### src/rtl/fpu_glue_pkg.sv
package fpu_glue_pkg;
  // strobes passed from the decode/control side to the state side
  typedef struct packed {
    logic wrEdge;   // first cycle of a write
    logic clrErr;   // write to either clear port
    logic swReset;  // write to the reset port
  } ctlStrb_t;
endpackage

### src/rtl/fpu_glue_ctl.sv
module fpu_glue_ctl
  import fpu_glue_pkg::*;
#(
  parameter int ADDR_W        = 16,
  parameter int SEL_BASE      = 'hF8,
  parameter int SEL_SPAN_LOG2 = 3,
  parameter int CLR_PORT      = 'hF0,
  parameter int RST_PORT      = 'hF1
) (
  input  logic              clk,
  input  logic              rstSys,
  input  logic [ADDR_W-1:0] ioAddr,
  input  logic              ioRd,
  input  logic              ioWr,
  output logic              cpSel,
  output ctlStrb_t          strb
);
  localparam logic [ADDR_W-1:0] SEL_FULL = ADDR_W'(SEL_BASE);
  localparam logic [ADDR_W-1:0] CLR_FULL = ADDR_W'(CLR_PORT);
  localparam logic [ADDR_W-1:0] RST_FULL = ADDR_W'(RST_PORT);

  logic wrPrev;
  logic inWindow;

  always_ff @(posedge clk) begin
    if (rstSys) wrPrev <= 1'b0;
    else        wrPrev <= ioWr;
  end

  assign inWindow = (ioAddr[ADDR_W-1:SEL_SPAN_LOG2] == SEL_FULL[ADDR_W-1:SEL_SPAN_LOG2]);
  assign cpSel    = inWindow && (ioRd || ioWr);

  always_comb begin
    strb.wrEdge  = ioWr && !wrPrev;
    strb.swReset = strb.wrEdge && (ioAddr == RST_FULL);
    strb.clrErr  = strb.wrEdge && ((ioAddr == CLR_FULL) || (ioAddr == RST_FULL));
  end

  // a write edge cannot repeat in the next cycle
  assert_single_edge_R8: assert property (@(posedge clk) disable iff (rstSys)
    strb.wrEdge |=> !strb.wrEdge);
  // a reset request is always also a clearing write
  assert_reset_clears_R6: assert property (@(posedge clk) disable iff (rstSys)
    strb.swReset |-> strb.clrErr);
endmodule

### src/rtl/fpu_glue_dp.sv
module fpu_glue_dp
  import fpu_glue_pkg::*;
#(
  parameter int RST_LEN = 4
) (
  input  logic     clk,
  input  logic     rstSys,
  input  ctlStrb_t strb,
  input  logic     cpBusyIn,
  input  logic     cpErrIn,
  output logic     cpuBusy,
  output logic     cpIrq,
  output logic     cpReset
);
  localparam int CNT_W = $clog2(RST_LEN + 1);
  localparam logic [CNT_W-1:0] CNT_LOAD = CNT_W'(RST_LEN);

  logic             errLatch;
  logic             errSeen;
  logic [CNT_W-1:0] rstCnt;

  assign errSeen = cpErrIn && cpBusyIn;

  always_ff @(posedge clk) begin
    if (rstSys)            errLatch <= 1'b0;
    else if (errSeen)      errLatch <= 1'b1;
    else if (strb.clrErr)  errLatch <= 1'b0;
  end

  always_ff @(posedge clk) begin
    if (rstSys)              rstCnt <= '0;
    else if (strb.swReset)   rstCnt <= CNT_LOAD;
    else if (rstCnt != '0)   rstCnt <= rstCnt - 1'b1;
  end

  assign cpuBusy = cpBusyIn || errLatch;
  assign cpIrq   = errLatch;
  assign cpReset = rstSys || (rstCnt != '0);

  // an error during busy raises the interrupt at the next edge
  assert_err_sets_R3: assert property (@(posedge clk) disable iff (rstSys)
    (cpErrIn && cpBusyIn) |=> cpIrq);
  // the interrupt holds unless a clearing write arrives
  assert_irq_holds_R4: assert property (@(posedge clk) disable iff (rstSys)
    (cpIrq && !strb.clrErr) |=> cpIrq);
  // the interrupt only rises after an error seen during busy
  assert_rise_cause_R7: assert property (@(posedge clk) disable iff (rstSys)
    $rose(cpIrq) |-> $past(cpErrIn && cpBusyIn));
  // a reset request yields a coprocessor reset
  assert_sw_reset_R6: assert property (@(posedge clk) disable iff (rstSys)
    strb.swReset |=> cpReset);
  // system reset leaves no interrupt behind
  assert_sys_clear_R5: assert property (@(posedge clk)
    rstSys |=> !cpIrq);
endmodule

### src/rtl/fpu_glue.sv
module fpu_glue
  import fpu_glue_pkg::*;
#(
  parameter int ADDR_W        = 16,
  parameter int SEL_BASE      = 'hF8,
  parameter int SEL_SPAN_LOG2 = 3,
  parameter int CLR_PORT      = 'hF0,
  parameter int RST_PORT      = 'hF1,
  parameter int RST_LEN       = 4
) (
  input  logic              clk,
  input  logic              rstSys,
  input  logic [ADDR_W-1:0] ioAddr,
  input  logic              ioRd,
  input  logic              ioWr,
  input  logic              cpBusyIn,
  input  logic              cpErrIn,
  output logic              cpSel,
  output logic              cpuBusy,
  output logic              cpIrq,
  output logic              cpReset
);
  ctlStrb_t strb;

  fpu_glue_ctl #(
    .ADDR_W(ADDR_W), .SEL_BASE(SEL_BASE), .SEL_SPAN_LOG2(SEL_SPAN_LOG2),
    .CLR_PORT(CLR_PORT), .RST_PORT(RST_PORT)
  ) u_ctl (
    .clk(clk), .rstSys(rstSys), .ioAddr(ioAddr), .ioRd(ioRd), .ioWr(ioWr),
    .cpSel(cpSel), .strb(strb)
  );

  fpu_glue_dp #(.RST_LEN(RST_LEN)) u_dp (
    .clk(clk), .rstSys(rstSys), .strb(strb), .cpBusyIn(cpBusyIn),
    .cpErrIn(cpErrIn), .cpuBusy(cpuBusy), .cpIrq(cpIrq), .cpReset(cpReset)
  );
endmodule

### config.mk
export PLATFORM = sky130hd
export DESIGN_NAME = fpu_glue
export DESIGN_NICKNAME = d
export VERILOG_FILES = /design/src/rtl/fpu_glue_pkg.sv /design/src/rtl/fpu_glue_ctl.sv /design/src/rtl/fpu_glue_dp.sv /design/src/rtl/fpu_glue.sv
export SDC_FILE = /design/constraint.sdc
export NUM_CORES = 1
export LEC_CHECK = 0
export ABC_AREA = 1
export CAP_MARGIN = 40
export CORE_AREA = 2 2 39 41
export CTS_CLUSTER_SIZE = 14
export DETAILED_ROUTE_END_ITERATION = 12
export DIE_AREA = 0 0 41 43
export MAX_ROUTING_LAYER = met4
export PLACE_DENSITY = 0.62
export RECOVER_POWER = 25
export SYNTH_ARGS = -nofsm -noshare
export SYNTH_HDL_FRONTEND = slang
export SYNTH_SLANG_ARGS = --single-unit
### constraint.sdc
create_clock -name clk -period 1.32 [get_ports clk]
set_input_delay 0.264 -clock clk [delete_from_list [all_inputs] [get_ports clk]]
set_output_delay 0.264 -clock clk [all_outputs]
set_load 0.05 [all_outputs]
# Yosys cells after proc, flatten, opt, wreduce, memory -nomap -nowiden
# Cells that the tools add are included.
[word_totals]
latchBits = 0
rom_bits = 0
wordCells = 26
register_bits = 5
mem_bits_rw = 0
n_memories = 0
[classes]
mux = 4
mul = 0
bitwise = 0
shift = 0
add_sub_neg = 1
n_eq_ne = 3
magnitude_cmp = 0
n_reduce_logical = 14
div_mod_pow = 0
[op_table]
columns = ["op", "count"]
rows = [
  ["16-bit by 8-bit == test with 1-bit output, second input constant", 2],
  ["13-bit by 5-bit == test with 1-bit output, second input constant", 1],
  ["3-bit two-way mux", 2],
  ["1-bit logical AND", 5],
  ["1-bit logical OR", 4],
  ["2-bit nonzero test", 2],
  ["3-bit nonzero test", 1],
  ["3-bit by 1-bit subtractor with 3-bit output, second input constant", 1],
  ["1-bit two-way mux", 2],
  ["2-bit OR reduction", 1],
  ["1-bit zero test", 1],
]

# Longest topological paths before layout
# Gate-level depths: netlist (run 1).
[depth]
depth_word = 5
mapped_depth = 6

# Cells and area by module
# From an unflattened synthesis (run 1), not the netlist that was laid out.
[hier_totals]
cells_unflattened = 58
area_unflattened_um2 = 355.3
[modules_own_cells]
columns = ["mod", "area_each_um2", "instances", "cells_each"]
rows = [
  ["fpu_glue_dp", 229.0, 1, 33],
  ["fpu_glue_ctl", 126.4, 1, 25],
]

# Least setup slack after synthesis (run 1)
# OpenSTA, ideal clock, no wires.
[synth_path]
path_kind = "in2out"
startpoint = "input port ioAddr[14]"
endpoint = "output port cpSel"
slack_ns = -0.934
t_arrival_ns = 1.990
required_ns = 1.056
path_stages = 3
cell_sequence = "nor2_1 > nand2_1 > nor4_1"
[synth_via]
elab_chain_cells = 2
[synth_lines]
columns = ["element", "line", "text"]
rows = [
  ["start, declared", "fpu_glue.sv:13", "input logic [ADDR_W-1:0] ioAddr,"],
  ["13-bit by 5-bit == test with 1-bit output", "fpu_glue_ctl.sv:30", "assign inWindow = (ioAddr[ADDR_W-1:SEL_SPAN_LOG2] == SEL_FULL[ADDR_W-1:SEL_SPAN_LOG2]);"],
  ["1-bit logical AND", "fpu_glue_ctl.sv:31", "assign cpSel = inWindow && (ioRd || ioWr);"],
  ["end, declared", "fpu_glue.sv:18", "output logic cpSel,"],
]
# No other way between the ends.

# Worst setup path after layout (run 1)
[layout_path]
startpoint = "register u_dp.rstCnt[0]"
endpoint = "output port cpReset"
[layout_via]
elab_chain_cells = 2
[layout_lines]
columns = ["element", "line", "text"]
rows = [
  ["start, declared", "fpu_glue_dp.sv:20", "logic [CNT_W-1:0] rstCnt;"],
  ["start signal, assigned", "fpu_glue_dp.sv:33", "else if (rstCnt != '0) rstCnt <= rstCnt - 1'b1;"],
  ["3-bit nonzero test", "fpu_glue_dp.sv:38", "assign cpReset = rstSys || (rstCnt != '0);"],
  ["1-bit logical OR", "fpu_glue_dp.sv:38", ""],
  ["end, declared", "fpu_glue.sv:21", "output logic cpReset"],
]
# No other way between the ends.

==> qor.txt, run 1 <==
CP top delay family = flip-flops
Switch share = 38.26%
CTS buffer count = 3
Synth Cell Area = 332.8 um2
Placed insts = 101
Crit start category = flop
Seq pwr share = 20.2%
Crit path DAT = 1.14 ns
Flop2flop setup slack = 0.06 ns
Post-Layout Cell Count = 108
Final worst slack = -0.08043 ns
Cell Pwr Density = 1463 nW/um2
Drt first-iter violations = 2
Worst Setup End Kind = primary output
Synth Warn # = 0
Pwr Total = 1.130 mW
Post-Layout Inst Area = 772.0 um2
CTS Buffer Depth = 2
Prevailing post-synth register cell = dfxtp_1
Hold/Removal Path Class = in -> reg
Antenna Cells = 0
Clk_lat worst skew = 0.25 ns
Cell count after synthesis = 52
Worst path cell trace = inv_2, ha_4, ha_4, nand2_4, buf_12
Fin crit share = 106.1%
Leading area contributor after synthesis = dfxtp_1
Initial DRT Pass Iterations = 2
Hold WS = 0.4195 ns
Worst r2r dst = u_dp.rstCnt[0]$_SDFFE_PP0P_
Clk pwr share = 16.2%
Synth async-reset ratio = 0%
Nets = 118
Largest net degree at the start of global routing = 4
Die Width = 41 um
Number of fill cells in the layout = 144
Hold endpoint = u_dp.cpIrq$_SDFFE_PP0P_
Mean Syn Cell Area = 6.400 um2
Final-report hold violation count = 0
Slowest CP cell = dfxtp_2
Area grow syn2layout = 132.0%
Starting Density = 24.05%
Seq cells post-synth = 5
CP Max Fanout = 2
Number of synthesized flops with an enable pin = 0
Pins Over Slew Limit = 0
CP max stage delay = 0.33 ns
CTS H-tree depth = 1
Tmin final = 1.400 ns
CTS tree = built
Reported leakage power = 0.3838 nW
# rows = 14
Final GP Congestion = 0.6499
Die area = 1763 um2
RSZ-0062 raised after global routing = yes
Max cap viols = 0
Reg2reg start = u_dp.rstCnt[0]$_SDFFE_PP0P_
Post-synthesis sequential area ratio = 30.08%
Most used cell, CP = ha_4
R2R cell count = 7
Skew final = 0.003891 ns
HPWL Detailed = 727.7 um
Via density = 4.269
Per-cell routed wire length = 9.380 um
Overflow after GRT = 0
Count leader, synth = inv_1
Root buf cell = clkbuf_4
Port Buffers = 25
Setup TNS = -0.08043 ns
# IOs = 26
Hold buffer count at CTS = 0
Synth unique cells = 14
Layout cell share with drive strength beyond 1 = 53.26%
Failing checks = setup timing
Initial antenna violation count = 0
Number of global-route vias before repair = 431
Top-area cell type share of the netlist area = 30.08%
Core ar. = 1384 um2
DR vias = 461
Post-Route WL = 1.013 mm
Final Setup Violations = 1
First-pass GRT wire length = 1.718 mm
Critical path class = reg -> out
Status = finished, violations left
Num Clock Sinks = 5
Hold wc startpoint = cpBusyIn
Number of buffers and inverters on the critical path = 2
Switching power = 432.2 uW
Clk pin slew, worst setup/hold paths = 0.05 ns
Die Span Y = 43 um
Area contributors post-synth = dfxtp_1, inv_1, ha_1
Commonest cells post-synth = inv_1, nor2_1, nand2_1
Normalized max-slew margin = 83.01%
Syn_nets = 77
Peak supply drop = 586.3 uV
GRT Total Usage = 15.14%
Worst Hold Depth = 3
Drt drc = 0
Antenna-violating nets left = 0
Power share of the combinational group = 63.6%
Required time worst endpoint = 1.06 ns
Post-DP Area = 708.2 um2
Transition at the pin with the smallest max-transition slack = 0.2530 ns
Power Internal = 697.5 uW
Fmax = 714.1 MHz
[power groups by stage]
| stage | Combinational [mW] | Clock [mW] | Sequential (mW) |
|---|---|---|---|
| CTS | 0.632 | 0.187 | 0.227 |
| global placement | 0.498 | 0 | 0.218 |
| floorplan | 0.267 | 0 | 0.224 |
| detailed placement | 0.513 | 0 | 0.221 |
| finish | 0.718 | 0.183 | 0.228 |
| global route | 0.778 | 0.200 | 0.233 |
[routing by layer]
metal,track usage (%),vias up,wire [um]
li1,-,241,-
met1,16.13,201,386
met2,24.69,17,570
met3,3.141,2,45
met4,8.000,0,10
met5,-,-,0
[worst register-to-register path, stage by stage, from the launching register on]
cell and delay, ns:
dfxtp_2 0.33, inv_2 0.05, ha_4 0.16, ha_4 0.16
buf_4 0.14, buf_6 0.12, xor2_1 0.14, nor2_1 0.05
[how the worst max path moves through the flow]
stage / from / to / slack, ns / cells after the start
global route: u_dp.rstCnt[1]$_SDFFE_PP0P_ / cpReset / -0.12 / 5
global placement: ioAddr[14] / cpSel / -0.31 / 5
finish: u_dp.rstCnt[0]$_SDFFE_PP0P_ / cpReset / -0.08 / 5
floorplan: ioAddr[14] / cpSel / -0.08 / 3
detailed placement: ioAddr[14] / cpSel / -0.31 / 5
CTS: u_dp.rstCnt[1]$_SDFFE_PP0P_ / cpReset / -0.09 / 5
[cell families after synthesis]
family,synth area share [%]
XOR/XNOR,2.632
AO/OA/AOI/OAI,7.515
AND/OR/NAND/NOR,36.09
adder cells (fa/ha/maj),11.28
buffers and inverters,12.41
flip-flops,30.08
[state kept, by name (all words and copies together) (netlist names)]
register      flops
u_dp.rstCnt       3
u_dp.cpIrq        1
u_ctl.wrPrev      1
[placed cells by master (no fill, tap or decap), drive strengths merged, types with 2 or more instances in the layout]
master	instances
buf	22
nor2	12
inv	11
clkbuf	11
nand2	8
clkdlybuf4s50	5
dfxtp	5
nand3	3
a21oi	3
ha	3
nand4	2
o21ai	2
[stage by stage]
step	setup WS [ns]	utilization, %
finish	-0.08043	55.79
global route	-0.1202	55.79
CTS	-0.09200	55.06
detailed placement	-0.3124	51.18
global placement	-0.3102	51.18
floorplan	-0.07525	-
[repair_timing]
item / 4_1_cts / 5_1_grt
buffers inserted: 2 / 1
endpoints found under the setup margin: 4 / 5
pin swaps: 12 / 10
resized for setup: 43 / 26
[cell type report]
cell class	count	area [um2]	area share [%]
clock buffers	4	26.28	3.404
multi-input cells	36	269.0	34.85
repair buffers	36	312.8	40.52
flip-flops and latches	5	102.6	13.29
well taps	16	20.02	2.593
inverters	11	41.29	5.348
No activity file was read; power rests on OpenSTA's default activity.
==> inputs of run 2 (changes only) <==
- CAP_MARGIN: 40 -> 20
- CELL_PAD_IN_SITES_DETAIL_PLACEMENT: default -> 0
- CELL_PAD_IN_SITES_GLOBAL_PLACEMENT: default -> 1
- CORE_AREA: 2 2 39 41 -> default
- CORE_UTILIZATION: default -> 19
- DIE_AREA: 0 0 41 43 -> default
- PLACE_DENSITY: 0.62 -> 0.73
==> run 2 against run 1 <==
Against the previous run: the run still ends with setup timing left; sequential power hardly changed; core utilization is 4.8 points lower; combinational power hardly changed; critical path type unchanged; critical endpoint unchanged; largest cell class unchanged.
==> qor.txt, run 2 (synthesis gave the netlist of run 1 again) <==
Core ar. = 1577 um2 (was 1384 um2)
Crit start category = flop (unchanged)
Switching power = 426.7 uW (was 432.2 uW)
Required time worst endpoint = 1.06 ns (about the same)
Root buf cell = clkbuf_4 (unchanged)
Layout cell share with drive strength beyond 1 = 53.76% (was 53.26%)
Drt drc = 0 (unchanged)
Cell Pwr Density = 1402 nW/um2 (was 1463 nW/um2)
Most common cell after layout, fill and taps aside = buf_4 (unchanged)
Final-report hold violation count = 0 (unchanged)
# rows = 14 (unchanged)
Worst r2r dst = u_dp.rstCnt[1]$_SDFFE_PP0P_ (was u_dp.rstCnt[0]$_SDFFE_PP0P_)
RSZ-0062 raised after global routing = yes (unchanged)
Antenna Cells = 0 (unchanged)
Largest net degree at the start of global routing = 4 (unchanged)
First-pass GRT wire length = 2.028 mm (was 1.718 mm)
Final Setup Violations = 2 (was 1)
Seq pwr share = 20.5% (was 20.2%)
Peak supply drop = 954.3 uV (was 586.3 uV)
Top reg by flops = u_dp.rstCnt (unchanged)
Most frequent cells in the layout = buf_4, inv_1, buf_2 (was buf_4, inv_1, nor2_1, clkbuf_2, nand2_1)
Critical path class = reg -> out (unchanged)
Post-Layout Inst Area = 804.5 um2 (was 772.0 um2)
Port Buffers = 25 (unchanged)
Hold buffer count at CTS = 0 (unchanged)
GRT Total Usage = 15.04% (was 15.14%)
Initial antenna violation count = 0 (unchanged)
R2R cell count = 7 (unchanged)
Final core occ = 51.03% (was 55.79%)
Antenna-violating nets left = 0 (unchanged)
Drt first-iter violations = 9 (was 2)
CP max stage delay = 0.33 ns (about the same)
Reg2reg start = u_dp.rstCnt[1]$_SDFFE_PP0P_ (was u_dp.rstCnt[0]$_SDFFE_PP0P_)
Clk pwr share = 15.6% (was 16.2%)
Number of global-route vias before repair = 513 (was 431)
Clk pin slew, worst setup/hold paths = 0.04 ns (was 0.05 ns)
Starting Density = 21.11% (was 24.05%)
Post-DP Area = 708.2 um2 (unchanged)
Number of fill cells in the layout = 163 (was 144)
DR vias = 473 (was 461)
CTS H-tree depth = 1 (unchanged)
Flop2flop setup slack = 0.03 ns (was 0.06 ns)
Setup WS pre-CTS = -0.3597 ns (was -0.3124 ns)
Crit path DAT = 1.14 ns (about the same)
Final worst slack = -0.07985 ns (was -0.08043 ns)
Switch share = 37.83% (was 38.26%)
Per-cell routed wire length = 11.28 um (was 9.380 um)
Reported leakage power = 0.3957 nW (was 0.3838 nW)
# IOs = 26 (unchanged)
Area grow syn2layout = 141.7% (was 132.0%)
Fin crit share = 106.0% (was 106.1%)
Final GP Congestion = 0.6926 (was 0.6499)
Clk_lat worst skew = 0.24 ns (was 0.25 ns)
Via density = 4.339 (was 4.269)
Die Span Y = 43.86 um (was 43 um)
Number of flip-flops in the largest register = 3 (unchanged)
Power share of the combinational group = 63.9% (was 63.6%)
Pwr Total = 1.128 mW (was 1.130 mW)
Initial DRT Pass Iterations = 5 (was 2)
Crit path launch = u_dp.rstCnt[1]$_SDFFE_PP0P_ (was u_dp.rstCnt[0]$_SDFFE_PP0P_)
Post-Route WL = 1.230 mm (was 1.013 mm)
Power Internal = 701.2 uW (was 697.5 uW)
Hold/Removal Path Class = in -> reg (unchanged)
Most used cell, CP = ha_4 (unchanged)
Setup TNS = -0.08295 ns (was -0.08043 ns)
CTS Buffer Depth = 2 (unchanged)
Status = finished, violations left (unchanged)
Die area = 1923 um2 (was 1763 um2)
Skew final = 0.004113 ns (was 0.003891 ns)
Slowest CP cell = dfxtp_2 (unchanged)
Nets = 119 (was 118)
Worst path cell trace = inv_2, ha_4, ha_4, nand2_4, buf_12 (unchanged)
Overflow after GRT = 0 (unchanged)
Hold wc startpoint = cpBusyIn (unchanged)
Die Width = 43.86 um (was 41 um)
CP Max Fanout = 2 (unchanged)
Critical Path Sink = cpReset (unchanged)
Normalized max-slew margin = 80.76% (was 83.01%)
Fmax = 714.4 MHz (was 714.1 MHz)
Tmin final = 1.400 ns (about the same)
Pins Over Slew Limit = 0 (unchanged)
CTS buffer count = 3 (unchanged)
Worst Setup End Kind = primary output (unchanged)
Num Clock Sinks = 5 (unchanged)
HPWL Detailed = 859.7 um (was 727.7 um)
CTS tree = built (unchanged)
Max cap viols = 0 (unchanged)
Transition at the pin with the smallest max-transition slack = 0.2864 ns (was 0.2530 ns)
Failing checks = setup timing (unchanged)
==> run 2: cell types whose count changed in the layout (fill, tap and decap cells not counted), sizes merged <==
cell / before / now
buf: 22 / 28
clkbuf: 11 / 4
dlygate4sd2: 1 / 4
clkdlybuf4s15: 1 / 0
==> run 2: how the worst min path moves through the flow <==
stage                                  endpoint  slack, ns  depth (start not counted)
CTS                     u_dp.cpIrq$_SDFFE_PP0P_       0.41                          3
finish                  u_dp.cpIrq$_SDFFE_PP0P_       0.41                          3
floorplan               u_dp.cpIrq$_SDFFE_PP0P_       0.33                          1
global route            u_dp.cpIrq$_SDFFE_PP0P_       0.44                          3
global placement    u_dp.rstCnt[1]$_SDFFE_PP0P_       0.49                          2
detailed placement      u_dp.cpIrq$_SDFFE_PP0P_       0.51                          2
==> run 2: cell type report <==
type                       instances  area, um2  share of cell area (%)
inverter                          11      41.29                   5.132
sequential                         5      102.6                   12.75
multi-input combinational         36      272.8                   33.90
tap                               16      20.02                   2.488
clock buffer                       4      26.28                   3.266
timing repair buffer              37      341.6                   42.46
==> run 2: power by group through the flow <==
stage	logic, mW	clock network (mW)	registers (mW)
floorplan	0.267	0	0.224
global placement	0.498	0	0.218
detailed placement	0.505	0	0.221
CTS	0.624	0.182	0.226
global route	0.775	0.193	0.235
finish	0.721	0.176	0.231
==> run 2: per-stage QoR <==
step                std cells  hold WS (ns)
floorplan                  52        0.3331
global placement          101        0.4863
detailed placement        101        0.5053
CTS                       107        0.4143
global route              109        0.4375
finish                    109        0.4135
==> run 2: critical path, delay by kind of cell, from the launching register on <==
| kind | cells | cell delay, ns |
|---|---|---|
| flops | 1 | 0.33 |
| buf+inv | 2 | 0.17 |
| simple gates | 1 | 0.06 |
| fa+ha+maj | 2 | 0.33 |
==> run 2: timing repair <==
action                                  4_1_cts  5_1_grt
endpoints found under the setup margin        5        4
gates resized for setup                      59        8
buffers inserted                              2        2
pin swaps                                    12        7
==> run 2: layer usage <==
layer | GRT usage [%] | vias up | wire length (um)
li1 | - | 243 | -
met1 | 13.60 | 212 | 462
met2 | 30.15 | 16 | 725
met3 | 1.667 | 2 | 36
met4 | 7.273 | 0 | 6
met5 | - | - | 0
